<file path="config.mk">
export PLATFORM = sky130hd
export DESIGN_NAME = lpm_ctrl
export DESIGN_NICKNAME = d
export VERILOG_FILES = /design/src/rtl/lpm_pkg.sv /design/src/rtl/lpm_cfg_reg.sv /design/src/rtl/lpm_mode_fsm.sv /design/src/rtl/lpm_pin_hold.sv /design/src/rtl/lpm_ctrl.sv
export SDC_FILE = /design/constraint.sdc
export NUM_CORES = 1
export LEC_CHECK = 0
export ABC_AREA = 1
export BUFFER_PORTS_ARGS = -buffer_cell sky130_fd_sc_hd__buf_2
export CORE_ASPECT_RATIO = 1.2
export CORE_UTILIZATION = 35
export CTS_CLUSTER_DIAMETER = 50
export DETAILED_ROUTE_END_ITERATION = 10
export GPL_TIMING_DRIVEN = 0
export PLACE_DENSITY = 0.71
export REMOVE_ABC_BUFFERS = 1
export SETUP_SLACK_MARGIN = 0.05
export SYNTH_ARGS = -nofsm -noshare
export SYNTH_HDL_FRONTEND = slang
export SYNTH_SLANG_ARGS = --single-unit
</file>
<file path="constraint.sdc">
create_clock -name clk -period 4.59 [get_ports clk]
set_clock_uncertainty 0.2 [all_clocks]
set_input_delay 0.918 -clock clk [delete_from_list [all_inputs] [get_ports clk]]
set_output_delay 0.918 -clock clk [all_outputs]
set_load 0.01 [all_outputs]
</file>
<file path="src/rtl/lpm_pkg.sv">
package lpm_pkg;
  localparam int unsigned REG_W        = 8;
  localparam int unsigned MODE_POS     = 7;
  localparam int unsigned FLOAT_POS    = 6;
  localparam logic        RSVD_HI_VAL  = 1'b0;
  localparam logic [4:0]  RSVD_LO_VAL  = 5'h1F;

  typedef enum logic [1:0] {
    PM_RUN   = 2'd0,
    PM_SLEEP = 2'd1,
    PM_STBY  = 2'd2
  } pm_state_e;

  // A protected bit may always fall, but may rise only when the watchdog is idle.
  function automatic logic guarded_next(input logic wr_val, input logic cur, input logic wdt);
    return wr_val & (cur | ~wdt);
  endfunction
endpackage

</file>
<file path="src/rtl/lpm_cfg_reg.sv">
module lpm_cfg_reg
  import lpm_pkg::*;
#(
  parameter int unsigned ADDR_W   = 4,
  parameter int unsigned REG_ADDR = 0
) (
  input  logic              clk,
  input  logic              rst_n,
  input  logic              wr_en,
  input  logic              rd_en,
  input  logic [ADDR_W-1:0] addr,
  input  logic [REG_W-1:0]  wdata,
  input  logic              wdt_run,
  output logic              mode_sel,
  output logic              float_sel,
  output logic [REG_W-1:0]  rdata
);
  localparam logic [ADDR_W-1:0] MY_ADDR = ADDR_W'(REG_ADDR);

  logic hit_wr, hit_rd;
  logic mode_q, float_q;

  assign hit_wr = wr_en && (addr == MY_ADDR);
  assign hit_rd = rd_en && (addr == MY_ADDR);

  always_ff @(posedge clk or negedge rst_n) begin
    if (!rst_n) begin
      mode_q  <= 1'b0;
      float_q <= 1'b0;
    end else if (hit_wr) begin
      mode_q  <= guarded_next(wdata[MODE_POS],  mode_q,  wdt_run);
      float_q <= guarded_next(wdata[FLOAT_POS], float_q, wdt_run);
    end
  end

  assign mode_sel  = mode_q;
  assign float_sel = float_q;

  always_comb begin
    rdata = '0;
    if (hit_rd) rdata = {mode_q, float_q, RSVD_HI_VAL, RSVD_LO_VAL};
  end

  p_no_set_mode_r3: assert property (@(posedge clk) disable iff (!rst_n)
    (hit_wr && wdt_run && !mode_q) |=> !mode_q);
  p_no_set_float_r4: assert property (@(posedge clk) disable iff (!rst_n)
    (hit_wr && wdt_run && !float_q) |=> !float_q);
  p_clear_mode_r5: assert property (@(posedge clk) disable iff (!rst_n)
    (hit_wr && !wdata[MODE_POS]) |=> !mode_q);
  p_clear_float_r5: assert property (@(posedge clk) disable iff (!rst_n)
    (hit_wr && !wdata[FLOAT_POS]) |=> !float_q);
  p_no_stray_write_r7: assert property (@(posedge clk) disable iff (!rst_n)
    !hit_wr |=> ($stable(mode_q) && $stable(float_q)));
endmodule

</file>
<file path="src/rtl/lpm_mode_fsm.sv">
module lpm_mode_fsm
  import lpm_pkg::*;
(
  input  logic clk,
  input  logic rst_n,
  input  logic sleep_req,
  input  logic wake,
  input  logic mode_sel,
  input  logic float_sel,
  output logic sleep_flag,
  output logic stby_flag,
  output logic float_pins,
  output logic capture
);
  pm_state_e state_q, state_d;
  logic      float_q;
  logic      enter;

  assign enter = (state_q == PM_RUN) && sleep_req;

  always_comb begin
    state_d = state_q;
    unique case (state_q)
      PM_RUN:   if (sleep_req) state_d = mode_sel ? PM_STBY : PM_SLEEP;
      PM_SLEEP,
      PM_STBY:  if (wake) state_d = PM_RUN;
      default:  state_d = PM_RUN;
    endcase
  end

  always_ff @(posedge clk or negedge rst_n) begin
    if (!rst_n) begin
      state_q <= PM_RUN;
      float_q <= 1'b0;
    end else begin
      state_q <= state_d;
      if (enter) float_q <= float_sel;
    end
  end

  assign sleep_flag = (state_q == PM_SLEEP);
  assign stby_flag  = (state_q == PM_STBY);
  assign float_pins = float_q;
  assign capture    = enter && mode_sel && !float_sel;

  p_enter_r8: assert property (@(posedge clk) disable iff (!rst_n)
    (!sleep_flag && !stby_flag && sleep_req) |=> (sleep_flag || stby_flag));
  p_flags_hold_r9: assert property (@(posedge clk) disable iff (!rst_n)
    ((sleep_flag || stby_flag) && !wake) |=> ($stable(sleep_flag) && $stable(stby_flag)));
  p_wake_r9: assert property (@(posedge clk) disable iff (!rst_n)
    ((sleep_flag || stby_flag) && wake) |=> (!sleep_flag && !stby_flag));
endmodule

</file>
<file path="src/rtl/lpm_pin_hold.sv">
module lpm_pin_hold #(
  parameter int unsigned NUM_PINS = 8
) (
  input  logic                clk,
  input  logic                rst_n,
  input  logic                capture,
  input  logic                stby,
  input  logic                float_pins,
  input  logic [NUM_PINS-1:0] core_out,
  input  logic [NUM_PINS-1:0] core_oe,
  output logic [NUM_PINS-1:0] pad_out,
  output logic [NUM_PINS-1:0] pad_oe
);
  for (genvar i = 0; i < NUM_PINS; i++) begin : g_pin
    logic out_h, oe_h;

    always_ff @(posedge clk or negedge rst_n) begin
      if (!rst_n) begin
        out_h <= 1'b0;
        oe_h  <= 1'b0;
      end else if (capture) begin
        out_h <= core_out[i];
        oe_h  <= core_oe[i];
      end
    end

    always_comb begin
      if (stby && float_pins) begin
        pad_out[i] = core_out[i];
        pad_oe[i]  = 1'b0;
      end else if (stby) begin
        pad_out[i] = out_h;
        pad_oe[i]  = oe_h;
      end else begin
        pad_out[i] = core_out[i];
        pad_oe[i]  = core_oe[i];
      end
    end
  end
endmodule

</file>
<file path="src/rtl/lpm_ctrl.sv">
module lpm_ctrl
  import lpm_pkg::*;
#(
  parameter int unsigned ADDR_W   = 4,
  parameter int unsigned REG_ADDR = 0,
  parameter int unsigned NUM_PINS = 8
) (
  input  logic                clk,
  input  logic                rst_n,
  input  logic                wr_en,
  input  logic                rd_en,
  input  logic [ADDR_W-1:0]   addr,
  input  logic [REG_W-1:0]    wdata,
  output logic [REG_W-1:0]    rdata,
  input  logic                wdt_run,
  input  logic                sleep_req,
  input  logic                wake,
  input  logic [NUM_PINS-1:0] core_out,
  input  logic [NUM_PINS-1:0] core_oe,
  output logic [NUM_PINS-1:0] pad_out,
  output logic [NUM_PINS-1:0] pad_oe,
  output logic                sleep_flag,
  output logic                stby_flag
);
  logic mode_sel, float_sel, float_pins, capture;

  lpm_cfg_reg #(.ADDR_W(ADDR_W), .REG_ADDR(REG_ADDR)) u_cfg (
    .clk(clk), .rst_n(rst_n), .wr_en(wr_en), .rd_en(rd_en), .addr(addr),
    .wdata(wdata), .wdt_run(wdt_run), .mode_sel(mode_sel),
    .float_sel(float_sel), .rdata(rdata)
  );

  lpm_mode_fsm u_fsm (
    .clk(clk), .rst_n(rst_n), .sleep_req(sleep_req), .wake(wake),
    .mode_sel(mode_sel), .float_sel(float_sel), .sleep_flag(sleep_flag),
    .stby_flag(stby_flag), .float_pins(float_pins), .capture(capture)
  );

  lpm_pin_hold #(.NUM_PINS(NUM_PINS)) u_pins (
    .clk(clk), .rst_n(rst_n), .capture(capture), .stby(stby_flag),
    .float_pins(float_pins), .core_out(core_out), .core_oe(core_oe),
    .pad_out(pad_out), .pad_oe(pad_oe)
  );

  p_float_off_r12: assert property (@(posedge clk) disable iff (!rst_n)
    (stby_flag && float_pins) |-> (pad_oe == '0));
  p_frozen_r11: assert property (@(posedge clk) disable iff (!rst_n)
    (stby_flag && !float_pins && $past(stby_flag) && !$past(float_pins))
      |-> ($stable(pad_out) && $stable(pad_oe)));
  p_passthru_r13: assert property (@(posedge clk) disable iff (!rst_n)
    !stby_flag |-> (pad_out == core_out && pad_oe == core_oe));
  p_one_flag_r8: assert property (@(posedge clk) disable iff (!rst_n)
    $onehot0({sleep_flag, stby_flag}));
endmodule

</file>
==> results of run 1 <==
## worst paths after layout
check / from / end / slack, ps
worst max-delay path: u_fsm.state_q[0] / pad_out[1] / 1450
worst min-delay path: u_pins.g_pin[6].oe_h / u_pins.g_pin[6].oe_h / 280
worst max register to register: u_fsm.state_q[0] / u_pins.g_pin[2].out_h / 2610
worst min register to register: u_pins.g_pin[6].oe_h / u_pins.g_pin[6].oe_h / 280
max in group asynchronous: rst_n / u_pins.g_pin[2].out_h / 3450
min in group asynchronous: rst_n / u_pins.g_pin[5].oe_h / 410
## routing by layer
metal  share of wire (%)  up-vias  wire (µm)
met5                   0        -          0
li1                    -      621          -
met1                  46      503       1200
met3                 4.6        2        121
met2                  49       36       1270
met4                0.50        0         13
## cell families (layout without fill, tap and decap cells)
family	after synthesis	after routing	share of synthesized area, %
compound gates	12	12	5.36
fa+ha+maj	4	4	4.12
buf+inv	21	67	9.06
flops	21	21	43.3
other cells	1	1	0.309
simple gates	115	115	37.9
## worst max-delay path: cells and delay by family, from the launching register on
family	cells	cell delay (ps)
adders and majority gates	1	580
buffers and inverters	2	250
DFF	1	410
and+or+nand+nor	3	530
## sequential cells by signal (all words and copies together) (netlist names)
name / flops
u_pins.g_pin.oe_h: 8
u_pins.g_pin.out_h: 8
u_fsm.state_q: 2
u_cfg.float_sel: 1
u_cfg.mode_sel: 1
u_fsm.float_pins: 1
## cell usage after synthesis
| library cell | n | area (µm²) |
|---|---|---|
| nor2_1 | 21 | 78.8 |
| buf_4 | 8 | 60.1 |
| buf_2 | 1 | 5.00 |
| conb_1 | 1 | 3.75 |
| inv_2 | 1 | 3.75 |
| o21ai_0 | 10 | 50.1 |
| nor3_4 | 1 | 16.3 |
| dfrtp_1 | 21 | 526 |
| nand2_1 | 80 | 300 |
| clkbuf_1 | 2 | 7.51 |
| a21boi_0 | 2 | 15.0 |
| ha_1 | 4 | 50.1 |
| nand3_1 | 13 | 65.1 |
| inv_1 | 9 | 33.8 |
## power by group
part,internal (mW),leakage (nW),total [mW],switching (mW)
sequential,0.267,0.268,0.312,0.0457
clock,0.0617,0.0228,0.119,0.0576
combinational,0.0927,0.614,0.232,0.139
## stage by stage
step,worst slack [ps],hold slack (ps)
5_1_grt,1210,301
2_1_floorplan,1960,249
3_5_place_dp,1670,266
6_report,1450,283
3_3_place_gp,1680,262
4_1_cts,1390,286
## area by class of cell
type                            instances  area (µm²)  share of cell area, %
Sequential cell                        21         526                   35.1
Timing Repair Buffer                   53         265                   17.7
Tap cell                               37        46.3                   3.09
Multi-Input combinational cell        132         579                   38.6
Clock buffer                            4        45.0                   3.01
Inverter                               10        37.5                   2.50
## cell usage in the layout (no fill, tap or decap), drive strengths merged
master and instances:
a21boi 2, nand2 80, clkbuf 4, conb 1, o21ai 10, nor3 1
buf 53, ha 4, dfrtp 21, nand3 13, inv 10, nor2 21
==> impl_metrics.tcl, run 1 <==
set metrics [dict create \
    nets 260 \
    grt_pass1_wl_um 4350 \
    drc 0 \
    timing.setup.tns_ps 0 \
    num_rows 23 \
    hold_class "register to register" \
    fin_cells 257 \
    ioPinCount 61 \
    finalCritPeriodShare_pct 68.4 \
    slowest_delay_ps 580 \
    vdd_drop_max_uv 223 \
    cts_tree "done" \
    layout-drive-gt1-share_pct 26.4 \
    cp.arrival_ps 2020 \
    dpl.cell_count 253 \
    grt_util_met3_pct 1.94 \
    place.gp.congestion 0.682 \
    finalHoldViolCount 0 \
    critPathMaxFanout 19 \
    p_leak_nw 0.904 \
    die_area_mm2 0.00371 \
    numCtsBuffers 3 \
    synthesis.area_mm2 0.00121 \
    crit_top_cell "nand2_1" \
    rsz0062_at_grt "false" \
    crit_type "register to output pin" \
    cts.htree.levels 1 \
    clk_pin_slew_ps 80 \
    slew_headroom_pct 57.2 \
    finalPower_mw 0.664 \
    cts.sinks 21 \
    finalMaxSlewViolations 0 \
    n_antenna_cell 0 \
    min_path_cells 2 \
    min_period_ps 3140 \
    maxCapViolCount 0 \
    syn_to_final_growth_pct 23.4 \
    wire_per_inst_um 10.1 \
    chipHeight_um 66.5 \
    cts-root-buf "clkbuf_8" \
    drtAntennaViolNets 0 \
    cts_buffer_depth 2 \
    synthCells 174 \
    dr.first_iter.drc_count 39 \
    design_area_mm2 0.00150 \
    ctsResizeCount 0 \
    finalSetupViolCount 0 \
    critPathSlowestCell "ha_1" \
    yosys_warnings 0 \
    avgSynthCellArea_um2 6.98 \
    grt_pass1_vias 1041 \
    dieWidth_um 55.8 \
    antenna_found_initial 0 \
    drt_wl_total_um 2610 \
    drtPass1Iterations 4 \
    fin_util_pct 44.9 \
    worst_setup_path_start_kind "register" \
    outcome "complete, no violations" \
    grt.met1_usage_pct 17.2 \
    coreArea_mm2 0.00334 \
    cts_setup_buffers 0 \
    placed_cell_area_mm2 0.00145 \
    ys_ff_latch 21 \
    powerDensity_mw_per_mm2 443 \
    grt_overflow 0 \
    required_ps 3470 \
    n_fill_cell 351 \
    via_per_inst 4.52 \
    grt_usage_pct 14.7 \
    num_vias 1162 \
    timing.fmax_mhz 318 \
    clock_latency_ps 250 \
    grt_start_max_net_pins 22 \
    tightest_slew_ps 642 \
    portBuffers 53 \
    start_util_pct 36.4 \
    end_kind "output pin" \
    yosysSeqAreaShare_pct 43.3 \
    top_usage_layer "met2" \
    synth_cell_types 14 \
    ff2ff_path_depth 7 \
    path_cells "inv_1 -> ha_1 -> nand2_1 -> nand2_1 -> nand2_1 -> buf_2" \
    use_met2_pct 27.7 \
    cts_hold_buf 0 \
    hpwlAfterDp_um 1860 \
]
No activity file was read; power rests on OpenSTA's default activity.
==> run 2, diff against run 1 <==
ABC_AREA = 0   (was 1)
clock period = 2.9 ns   (was 4.59 ns; I/O delays follow)
==> impl_metrics.tcl, run 2 <==
set metrics [dict create \
    synth_top_family_by_area "multiplexers" \
    grt_start_max_net_pins 22 \
    synth_commonest_cells "dfrtp_1, mux2_2, mux2_4" \
    maxCapViolCount 0 \
    fin_cells 182 \
    ff2ff_path_depth 4 \
    synth_area_leaders "dfrtp_1, mux2_2, mux2_4" \
    powerDensity_mw_per_mm2 867 \
    drt_wl_total_um 2500 \
    switching_share_pct 33.4 \
    numCtsBuffers 3 \
    layout-drive-gt1-share_pct 59.3 \
    synth_cell_types 23 \
    synthSimpleGateAreaFrac_pct 10.0 \
    cp_num_buf_inv 2 \
    coreArea_mm2 0.00337 \
    die_area_mm2 0.00377 \
    yosysSeqAreaShare_pct 42.5 \
    yosys_warnings 0 \
    critPathSlowestCell "mux2_2" \
    cts-root-buf "clkbuf_8" \
    synth_top_cell_by_area "dfrtp_1" \
    hpwlAfterDp_um 1930 \
    clock_latency_ps 260 \
    synth_fa_ha_area_share_pct 4.05 \
    power_frac_seq_pct 38.8 \
    timing.fmax_mhz 367 \
    p_clk_share_pct 14.0 \
    chipHeight_um 67.1 \
    rsz0062_at_grt "false" \
    drtPass1Iterations 4 \
    min_period_ps 2730 \
    cts.sinks 21 \
    crit_type "register to output pin" \
    slowest_delay_ps 370 \
    avgSynthCellArea_um2 12.6 \
    place.gp.congestion 0.721 \
    finalCritPeriodShare_pct 94.1 \
    synthesis.area_mm2 0.00124 \
    synth_edf_count 0 \
    cts_tree "done" \
    final_cell_mix "buf_2, dfrtp_1, mux2_2" \
    synth_compound_area_share_pct 3.74 \
    drtAntennaViolNets 0 \
    synth.mux.area_fraction_pct 32.3 \
    cts_setup_buffers 0 \
    timing.setup.tns_ps 0 \
    dp_slack_ps -115 \
    n_antenna_cell 0 \
    cts.htree.levels 1 \
    critPathMaxFanout 9 \
    final_common_cell "buf_2" \
    drc 0 \
    grt_pass1_wl_um 4070 \
    finalHoldViolCount 0 \
    finalSetupViolCount 0 \
    via_per_inst 4.85 \
    worst_setup_path_start_kind "register" \
    cts_buffer_depth 2 \
    ioPinCount 61 \
    synthCells 98 \
    ys_ff_latch 21 \
    crit_family "simple AND/OR/NAND/NOR gates" \
    p_leak_nw 0.806 \
    fin_ws_ps 172 \
    switchingPower_mw 0.445 \
    portBuffers 53 \
    dpl.cell_count 178 \
    wire_per_inst_um 13.7 \
    synth-async-reset-ratio_pct 100 \
    num_rows 23 \
    n_fill_cell 308 \
    synth.top_cell.area_share_pct 42.5 \
    combPwrFrac_pct 47.3 \
    nets 185 \
    antenna_found_initial 0 \
    start_util_pct 36.7 \
    path_cells "inv_1 -> ha_1 -> and2_2 -> nor2b_4 -> mux2_2 -> buf_2" \
    finalMaxSlewViolations 0 \
    r2r_setup_slack_ps 970 \
    grt_pass1_vias 925 \
    reg_top3 "u_pins.g_pin.oe_h: 8 flops, u_pins.g_pin.out_h: 8 flops, u_fsm.state_q: 2 flops" \
    grt_overflow 0 \
    dr.first_iter.drc_count 24 \
    required_ps 2120 \
    syn_to_final_growth_pct 24.4 \
    synth_most_common_cell "dfrtp_1" \
    grt_usage_pct 14.4 \
    clk_pin_slew_ps 70 \
    num_vias 882 \
    p_int_mw 0.888 \
    timing.rr.end "u_pins.g_pin[2].out_h" \
    cp.arrival_ps 1950 \
    synth_xor_area_share_pct 0 \
    ys.flop_type "dfrtp_1" \
    dieWidth_um 56.3 \
    vdd_drop_max_uv 519 \
    outcome "complete, no violations" \
    hold_class "primary input to asynchronous set/reset pin" \
    r2r_start "u_fsm.state_q[0]" \
    end_kind "output pin" \
]
## run 2: cell types whose count changed after synthesis, moves of 6 or more
cell and change:
mux2_4 +10, o21ai_0 -10, nor2_1 -13, nand3_1 -13, mux2_2 +15, inv_1 -6, nand2_1 -77, mux2i_1 +8
## run 2: kinds of logic after synthesis
logic type,after synthesis
buf+inv,13
other cells,1
flops,21
simple gates,20
fa+ha+maj,4
compound gates,6
mux,33
## run 2: metrics by stage
step | util (%) | cell area, µm² | hold WS (ps) | power, mW
2_1_floorplan | - | 1160 | 84.4 | 0.949
3_3_place_gp | 43.7 | 1470 | 283 | 1.10
3_5_place_dp | 43.7 | 1470 | 294 | 1.13
4_1_cts | 45.3 | 1530 | 82.5 | 1.34
5_1_grt | 45.7 | 1540 | 88.8 | 1.44
6_report | 45.7 | 1540 | 68.1 | 1.33
## run 2: layout make-up
class / count / area [µm²] / area share (%)
timing repair buffer: 53 / 265 / 17.2
multi-input combinational: 64 / 644 / 41.9
tap: 37 / 46.3 / 3.01
inverter: 3 / 11.3 / 0.732
sequential: 21 / 526 / 34.2
clock buffer: 4 / 45.0 / 2.93
## run 2: metal layers
layer,routed length [µm],global-route usage [%],vias to the layer above,part of all wire [%]
li1,-,-,427,-
met1,931,14.3,412,37
met2,1380,27.8,38,55
met3,152,4.47,5,6.1
met4,34,5.49,0,1.4
met5,0,0,-,0
## run 2: timing repair
action / CTS / global route
gates resized for setup: 3 / 2
hold buffers: 0 / 0
hold endpoints to repair: 0 / 0
setup endpoints to repair: 8 / 8
## run 2: worst max path at each step
| stage | from | to | slack (ps) | depth (start not counted) |
|---|---|---|---|---|
| 3_5_place_dp | u_fsm.state_q[0] | pad_out[3] | -110 | 5 |
| 2_1_floorplan | u_fsm.state_q[0] | pad_out[0] | 270 | 4 |
| 4_1_cts | u_fsm.state_q[0] | pad_out[3] | 80 | 5 |
| 3_3_place_gp | u_fsm.state_q[0] | pad_out[0] | -40 | 5 |
| 6_report | u_fsm.state_q[0] | pad_out[3] | 170 | 6 |
| 5_1_grt | u_fsm.state_q[0] | pad_out[7] | 50 | 6 |
## run 2: power by group through the flow
stage / clock network [mW] / registers (mW) / logic [mW]
after floorplan: 0 / 0.492 / 0.456
after global placement: 0 / 0.506 / 0.590
after detailed placement: 0 / 0.517 / 0.616
after CTS: 0.194 / 0.514 / 0.630
after global routing: 0.212 / 0.536 / 0.687
final: 0.186 / 0.517 / 0.630
## run 2: worst register-to-register path, cell delays in order (launching register included)
cell	delay, ps
dfrtp_1	380
inv_1	160
ha_1	290
nand4b_4	360
mux2_4	420
